## config.mk

```make
export PLATFORM = sky130hd
export DESIGN_NAME = dma_cycle_steal
export DESIGN_NICKNAME = d
export VERILOG_FILES = /design/src/rtl/dma_steal_pkg.sv /design/src/rtl/dma_steal_ctrl.sv /design/src/rtl/dma_steal_dp.sv /design/src/rtl/dma_cycle_steal.sv
export SDC_FILE = /design/constraint.sdc
export NUM_CORES = 1
export LEC_CHECK = 0
export ABC_AREA = 1
export BUFFER_PORTS_ARGS = -buffer_cell sky130_fd_sc_hd__buf_2
export CAP_MARGIN = 20
export CORE_UTILIZATION = 35
export CTS_CLUSTER_SIZE = 25
export DETAILED_ROUTE_END_ITERATION = 6
export PLACE_DENSITY_LB_ADDON = 0.12
export SLEW_MARGIN = 5
export SYNTH_ARGS = -nofsm -noshare
export SYNTH_HDL_FRONTEND = slang
export SYNTH_SLANG_ARGS = --single-unit
```

## constraint.sdc

```tcl
create_clock -name clk -period 2.9 [get_ports clk]
set_input_delay 0.58 -clock clk [delete_from_list [all_inputs] [get_ports clk]]
set_output_delay 0.58 -clock clk [all_outputs]
set_load 0.05 [all_outputs]
```

## src/rtl/dma_steal_pkg.sv

```systemverilog
package dma_steal_pkg;

  typedef enum logic [1:0] {
    ST_IDLE,
    ST_WAIT,
    ST_REQ,
    ST_XFER
  } dmaState_t;

  typedef struct packed {
    logic loadAddr;
    logic loadCount;
    logic loadDir;
    logic step;
  } dmaStrobe_t;

  localparam logic [1:0] SEL_ADDR   = 2'd0;
  localparam logic [1:0] SEL_COUNT  = 2'd1;
  localparam logic [1:0] SEL_CTRL   = 2'd2;
  localparam logic [1:0] SEL_STATUS = 2'd3;

  localparam int CTRL_START = 0;
  localparam int CTRL_DIR   = 1;
  localparam int STAT_BUSY  = 0;
  localparam int STAT_DONE  = 1;

endpackage

```

## src/rtl/dma_steal_ctrl.sv

```systemverilog
module dma_steal_ctrl
  import dma_steal_pkg::*;
#(
  parameter int REG_W = 16
) (
  input  logic             clk,
  input  logic             rstN,
  input  logic             regWrEn,
  input  logic [1:0]       regSel,
  input  logic [REG_W-1:0] regWrData,
  input  logic             countZero,
  input  logic             countOne,
  input  logic             perReady,
  input  logic             busGrant,
  output dmaStrobe_t       strobe,
  output logic             busy,
  output logic             done,
  output logic             busReq,
  output logic             xferNow
);

  dmaState_t state, stateNext;
  logic idleWr;
  logic startReq;
  logic clearReq;

  assign busy     = (state != ST_IDLE);
  assign idleWr   = regWrEn && !busy;
  assign startReq = idleWr && (regSel == SEL_CTRL) && regWrData[CTRL_START];
  assign clearReq = idleWr && (regSel == SEL_STATUS) && regWrData[STAT_DONE];

  assign strobe.loadAddr  = idleWr && (regSel == SEL_ADDR);
  assign strobe.loadCount = idleWr && (regSel == SEL_COUNT);
  assign strobe.loadDir   = idleWr && (regSel == SEL_CTRL);
  assign strobe.step      = (state == ST_XFER);

  assign busReq  = (state == ST_REQ) || (state == ST_XFER);
  assign xferNow = (state == ST_XFER);

  always_comb begin
    stateNext = state;
    unique case (state)
      ST_IDLE: if (startReq && !countZero) stateNext = ST_WAIT;
      ST_WAIT: if (perReady) stateNext = ST_REQ;
      ST_REQ:  if (busGrant) stateNext = ST_XFER;
      ST_XFER: stateNext = countOne ? ST_IDLE : ST_WAIT;
      default: stateNext = ST_IDLE;
    endcase
  end

  always_ff @(posedge clk or negedge rstN) begin
    if (!rstN) begin
      state <= ST_IDLE;
      done  <= 1'b0;
    end else begin
      state <= stateNext;
      if (startReq) begin
        done <= countZero;
      end else if ((state == ST_XFER) && countOne) begin
        done <= 1'b1;
      end else if (clearReq) begin
        done <= 1'b0;
      end
    end
  end

endmodule

```

## src/rtl/dma_steal_dp.sv

```systemverilog
module dma_steal_dp
  import dma_steal_pkg::*;
#(
  parameter int ADDR_W  = 16,
  parameter int COUNT_W = 16,
  parameter int UNIT_W  = 8,
  parameter int REG_W   = 16
) (
  input  logic              clk,
  input  logic              rstN,
  input  dmaStrobe_t        strobe,
  input  logic [1:0]        regSel,
  input  logic [REG_W-1:0]  regWrData,
  input  logic              busy,
  input  logic              done,
  input  logic [UNIT_W-1:0] memRdData,
  input  logic [UNIT_W-1:0] perRdData,
  output logic              countZero,
  output logic              countOne,
  output logic [REG_W-1:0]  regRdData,
  output logic [ADDR_W-1:0] memAddr,
  output logic              memRdEn,
  output logic              memWrEn,
  output logic [UNIT_W-1:0] memWrData,
  output logic [UNIT_W-1:0] perWrData,
  output logic              perWrStrobe,
  output logic              perRdStrobe
);

  localparam logic [ADDR_W-1:0]  ADDR_ONE  = ADDR_W'(1);
  localparam logic [COUNT_W-1:0] COUNT_ONE = COUNT_W'(1);

  logic [ADDR_W-1:0]  addrQ;
  logic [COUNT_W-1:0] countQ;
  logic               dirQ;

  always_ff @(posedge clk or negedge rstN) begin
    if (!rstN) begin
      addrQ  <= '0;
      countQ <= '0;
      dirQ   <= 1'b0;
    end else begin
      if (strobe.loadAddr) begin
        addrQ <= regWrData[ADDR_W-1:0];
      end else if (strobe.step) begin
        addrQ <= addrQ + ADDR_ONE;
      end
      if (strobe.loadCount) begin
        countQ <= regWrData[COUNT_W-1:0];
      end else if (strobe.step) begin
        countQ <= countQ - COUNT_ONE;
      end
      if (strobe.loadDir) begin
        dirQ <= regWrData[CTRL_DIR];
      end
    end
  end

  assign countZero = (countQ == '0);
  assign countOne  = (countQ == COUNT_ONE);

  assign memAddr     = addrQ;
  assign memRdEn     = strobe.step && !dirQ;
  assign perWrStrobe = strobe.step && !dirQ;
  assign memWrEn     = strobe.step && dirQ;
  assign perRdStrobe = strobe.step && dirQ;
  assign perWrData   = memRdData;
  assign memWrData   = perRdData;

  always_comb begin
    regRdData = '0;
    unique case (regSel)
      SEL_ADDR:  regRdData = REG_W'(addrQ);
      SEL_COUNT: regRdData = REG_W'(countQ);
      SEL_CTRL:  regRdData[CTRL_DIR] = dirQ;
      default: begin
        regRdData[STAT_BUSY] = busy;
        regRdData[STAT_DONE] = done;
      end
    endcase
  end

endmodule

```

## src/rtl/dma_cycle_steal.sv

```systemverilog
module dma_cycle_steal
  import dma_steal_pkg::*;
#(
  parameter int ADDR_W  = 16,
  parameter int COUNT_W = 16,
  parameter int UNIT_W  = 8,
  parameter int REG_W   = 16
) (
  input  logic              clk,
  input  logic              rstN,
  input  logic              regWrEn,
  input  logic [1:0]        regSel,
  input  logic [REG_W-1:0]  regWrData,
  output logic [REG_W-1:0]  regRdData,
  input  logic              perReady,
  input  logic [UNIT_W-1:0] perRdData,
  output logic              perRdStrobe,
  output logic [UNIT_W-1:0] perWrData,
  output logic              perWrStrobe,
  output logic              busReq,
  input  logic              busGrant,
  output logic [ADDR_W-1:0] memAddr,
  output logic              memRdEn,
  input  logic [UNIT_W-1:0] memRdData,
  output logic              memWrEn,
  output logic [UNIT_W-1:0] memWrData,
  output logic              irq
);

  dmaStrobe_t strobe;
  logic busy;
  logic done;
  logic countZero;
  logic countOne;
  logic xferNow;

  dma_steal_ctrl #(.REG_W(REG_W)) u_ctrl (
    .clk(clk), .rstN(rstN),
    .regWrEn(regWrEn), .regSel(regSel), .regWrData(regWrData),
    .countZero(countZero), .countOne(countOne),
    .perReady(perReady), .busGrant(busGrant),
    .strobe(strobe), .busy(busy), .done(done),
    .busReq(busReq), .xferNow(xferNow)
  );

  dma_steal_dp #(
    .ADDR_W(ADDR_W), .COUNT_W(COUNT_W), .UNIT_W(UNIT_W), .REG_W(REG_W)
  ) u_dp (
    .clk(clk), .rstN(rstN),
    .strobe(strobe), .regSel(regSel), .regWrData(regWrData),
    .busy(busy), .done(done),
    .memRdData(memRdData), .perRdData(perRdData),
    .countZero(countZero), .countOne(countOne),
    .regRdData(regRdData), .memAddr(memAddr),
    .memRdEn(memRdEn), .memWrEn(memWrEn), .memWrData(memWrData),
    .perWrData(perWrData), .perWrStrobe(perWrStrobe), .perRdStrobe(perRdStrobe)
  );

  assign irq = done;

endmodule

```

* Word-level counts from Yosys, hierarchy flattened
Cells that the tools add are included.
Storage, ports and cells: bits in registers 36, input bits 39, output and inout bits 54, logic and storage cells 55
Cells by class: add/subtract/negate cells 2, equality and inequality tests 10, muxes and demuxes 15, reductions and logical operators 23
Operators by type and width (number):
- 16-bit 2-to-1 mux | 4
- 14-bit case mux with 2 select lines | 1
- 16-bit by 1-bit adder with 16-bit output, second input constant | 1
- 16-bit by 1-bit == test with 1-bit output, second input constant | 1
- 16-bit logical NOT | 1
- 16-bit by 1-bit subtractor with 16-bit output, second input constant | 1
- 1-bit logical AND | 11
- 2-bit == test, second input constant | 4
- 2-bit case mux with 4 select lines | 1
- 2-bit 2-to-1 mux | 3
- 1-bit case mux with 3 select lines | 2
- 2-bit nonzero test | 3
- 2-bit by 1-bit == test with 1-bit output, second input constant | 2
- 2-bit logical NOT | 2
- 1-bit 2-to-1 mux | 4
- 2-bit inequality test, second input constant | 2
- 1-bit logical NOT | 3
- 3-bit AND reduction | 1
- 3-bit nonzero test | 1
- 2-bit by 1-bit inequality test with 1-bit output, second input constant | 1
- 1-bit logical OR | 1

* Longest topological paths before layout
word-level depth 8, gate-level depth with buffers 11, gate-level depth less buffers 11

* Modules after synthesis
Synthesis repeated with hierarchy kept, for this count alone.
Unflattened totals: cells, all modules 403, area total of the unflattened synthesis 2840.2 µm²
Modules (own cells, without submodules):
- dma_steal_dp | times used 1, cells an instance 358, area an instance 2521.2 µm²
- dma_steal_ctrl | times used 1, cells an instance 45, area an instance 319.1 µm²

* Worst setup path after synthesis
Ideal clock, no wire load.
kind register to output, from register u_ctrl.state[0], to output perWrStrobe, arrival 1856 ps, data required time 2320 ps, setup slack 464 ps, stages on the path, launching flop included 5, buffers on the path 1, path through dfrtp_1 > ha_1 > inv_1 > nor2_1 > buf_4
On the way: cells in the longest elaborated chain, start to end 2
Ends and longest elaborated chain:
- from (decl) | RTL line dma_steal_ctrl.sv:22 | dmaState_t state, stateNext;
- from (signal assigned) | RTL line dma_steal_ctrl.sv:56 | state <= stateNext;
- 2-bit == test | RTL line dma_steal_ctrl.sv:35 | assign strobe.step = (state == ST_XFER);
- 1-bit logical AND
- to (decl) | RTL line dma_cycle_steal.sv:19 | output logic perWrStrobe,
No other way between the ends.

* Worst setup path after layout
from input regSel[1], to output regRdData[12]
On the way: cells in the longest elaborated chain, start to end 2
Ends and longest elaborated chain:
- from (decl) | RTL line dma_cycle_steal.sv:12 | input logic [1:0] regSel,
- 2-bit by 1-bit == test with 1-bit output or 2-bit logical NOT (tied branches) | RTL line dma_steal_dp.sv:72 | unique case (regSel)
- 14-bit case mux with 2 select lines * | RTL line dma_steal_dp.sv:72
- to (decl) | RTL line dma_cycle_steal.sv:14 | output logic [REG_W-1:0] regRdData,
Mark *: on every way between the ends. The rest lies on a longest branch, timed or not.

==> reports/metrics.cfg <==
[status]
run_status=completed

[cts]
cts.sinks=36
htreeDepth=2
post_cts_buffers=0
cts_made_buffers=5
root_buffer=clkbuf_8
path_clk_slew_ns=0.08
cts_tree=yes
cts_resized=0
clock_path_buffers=2
hold_buffers=0
clk_latency_ns=0.30

[timing]
hold_violations=0
finalWorstSetupSlack_ns=0.532
finalCritPeriodShare_pct=81.7
slew_headroom_pct=40.7
layout_min_cycle_time_ns=2.37
setup_viol=0
skew_ns=0.00893
tightest_slew_ns=0.889
max_freq_mhz=422
setup-tns-final_ns=0
rsz0062_at_grt=no
finalMaxSlewViolations=0

[floorplan]
fp.dieW_um=90.9
io_pins=93
rows=32
core_area_um2=7690
die_h_um=90.9
floorplan.initialDensity_pct=36.0
dieArea_um2=8260

[setup_path]
arrival_ns=1.79
reg2reg_to=u_dp.memAddr[1]
worstReg2RegStart=u_ctrl.state[0]
critPathLaunch=regSel[1]
crit_path_end_kind=primary output
rrSetupSlack_ns=0.93
critPathMaxFanout=11
r2r_cells=9
cp.required_ns=2.32
critPathKind=primary input to primary output
startpoint_type=primary input

[synth]
synthTopCellsByCount=107 x nand2_1, 62 x inv_1, 40 x nand3_1, 36 x dfrtp_1, 34 x nor2_1
yosys_warnings=0
ys_ff_latch=36
synth_edf_count=0
syn_inst=404
post-synth-top-area-cell=dfrtp_1
yosysSeqAreaShare_pct=32.6
async_flop_share_pct=100
synth.most_common_cell=nand2_1
syn-num-nets=451
synth_top_area_share_pct=32.6
syn_area_per_cell_um2=6.85
synth_area_leaders=dfrtp_1 33%, nand2_1 15%, inv_1 8.4%
synth_flop_cell=dfrtp_1
synth_cell_types=30
synth_area_um2=2770

[global_routing]
use_met2_pct=35.1
grt_max_degree=37
grt_use_met1_pct=27.4
grt.busiest_layer=met2
grtUsageMet3_pct=3.87
track_usage_pct=21.1
grt_pass1_wl_um=13700
grt_pass1_vias=2735
overflow=0
antenna_found_initial=0

[routing]
num_vias=2765
wirelength_um=8090
final_antenna_net_count=0
wire_per_inst_um=14.7
routed_via_density=5.02
dr.pass1.iters=4
drt-initial-drc-count=166
remaining_drc_errors=0

[pwr]
seq_power_share_pct=28.2
p_int_uw=1520
power_density_nw_per_um2=1130
peakVddDrop_mv=0.472
power_frac_clock_pct=11.0
swShare_pct=57.0
p_leak_uw=0.00161
net-switching-power_uw=2010
combPwrFrac_pct=60.8

[cells_and_area]
layout-drive-gt1-share_pct=19.6
instances_no_fill=551
areaGrowthSynthToFinish_pct=12.4
fin_area_um2=3110
fin_nets=495
diodes=0

[place]
place.gp.congestion=0.815
dp_cells=543
post-dp-hpwl_um=6300
io_buffers=60
post_dp_cell_area_um2=3020
pre_cts_ws_ns=0.545

[flow_run]
cap_violations=0

[hold_path]
hold_class=primary input to asynchronous set/reset pin

## through the flow
| step | utilization, % | power [uW] | hold WS [ns] |
|---|---|---|---|
| 4_1_cts | 40.5 | 3550 | 0.426 |
| 3_5_place_dp | 39.3 | 3160 | 0.507 |
| 6_report | 40.5 | 3520 | 0.390 |
| 5_1_grt | 40.5 | 3810 | 0.472 |
| 3_3_place_gp | 39.3 | 3150 | 0.476 |
| 2_1_floorplan | - | 2680 | 0.284 |
## critical path: stages
cell     delay, ns
buf_2         0.14
nor2_2        0.27
inv_1         0.28
o22ai_1       0.21
buf_2         0.30
## placed cells by master, fill, tap and decap left out
master	count
clkbuf_1	2
xnor2_1	2
buf_4	2
inv_2	6
nor2_2	3
o21bai_1	2
o21ai_0	14
nor2_1	34
nand3_2	1
or2_2	1
clkbuf_8	6
nand4_1	4
o2111ai_1	1
o211ai_1	6
nor3_1	2
inv_1	62
a22oi_1	1
nand3_1	40
xor2_1	10
nand2_2	6
dfrtp_1	36
nand2_1	107
o22ai_1	18
o221ai_1	7
a21oi_1	5
buf_2	60
nor2_4	3
ha_1	8
## flip-flops by register name, summed over array words and instances, names as in the netlist
signal,count
u_dp.dirQ,1
u_dp.memAddr,16
u_ctrl.state,2
u_dp.countQ,16
u_ctrl.done,1
## metal layers
metal / vias to the layer above / part of all wire (%)
met4: 0 / 1.6
met3: 12 / 5.6
met2: 82 / 47
li1: 1371 / -
met1: 1300 / 46
met5: - / 0
## worst max-delay path by stage
stage	endpoint	slack (ns)
global route	regRdData[13]	0.43
CTS	regRdData[12]	0.55
global placement	regRdData[3]	0.58
detailed placement	regRdData[12]	0.55
finish	regRdData[12]	0.53
floorplan	perWrStrobe	0.46
## layout make-up
cell class,count,area (um^2)
Fill cell,860,4580
Multi-Input combinational cell,275,1420
Sequential cell,36,901
Timing Repair Buffer,62,315
Inverter,68,255
Tap cell,102,128
Clock buffer,8,90.1
## power groups by stage
stage	clock (uW)	sequential [uW]	combinational (uW)
after floorplan	0	1280	1410
after global placement	0	1000	2150
after detailed placement	0	1010	2150
after CTS	397	997	2160
after global routing	417	1030	2370
final	386	995	2140
## kinds of logic (layout without fill, tap and decap cells)
group / after synthesis / count (layout) / share of synthesized area [%]
compound gates: 54 / 54 / 12.5
simple gates: 201 / 201 / 31.5
fa+ha+maj: 8 / 8 / 3.62
flops: 36 / 36 / 32.6
xor+xnor: 12 / 12 / 3.80
buf+inv: 93 / 138 / 16.1
No activity file was read; power rests on OpenSTA's default activity.
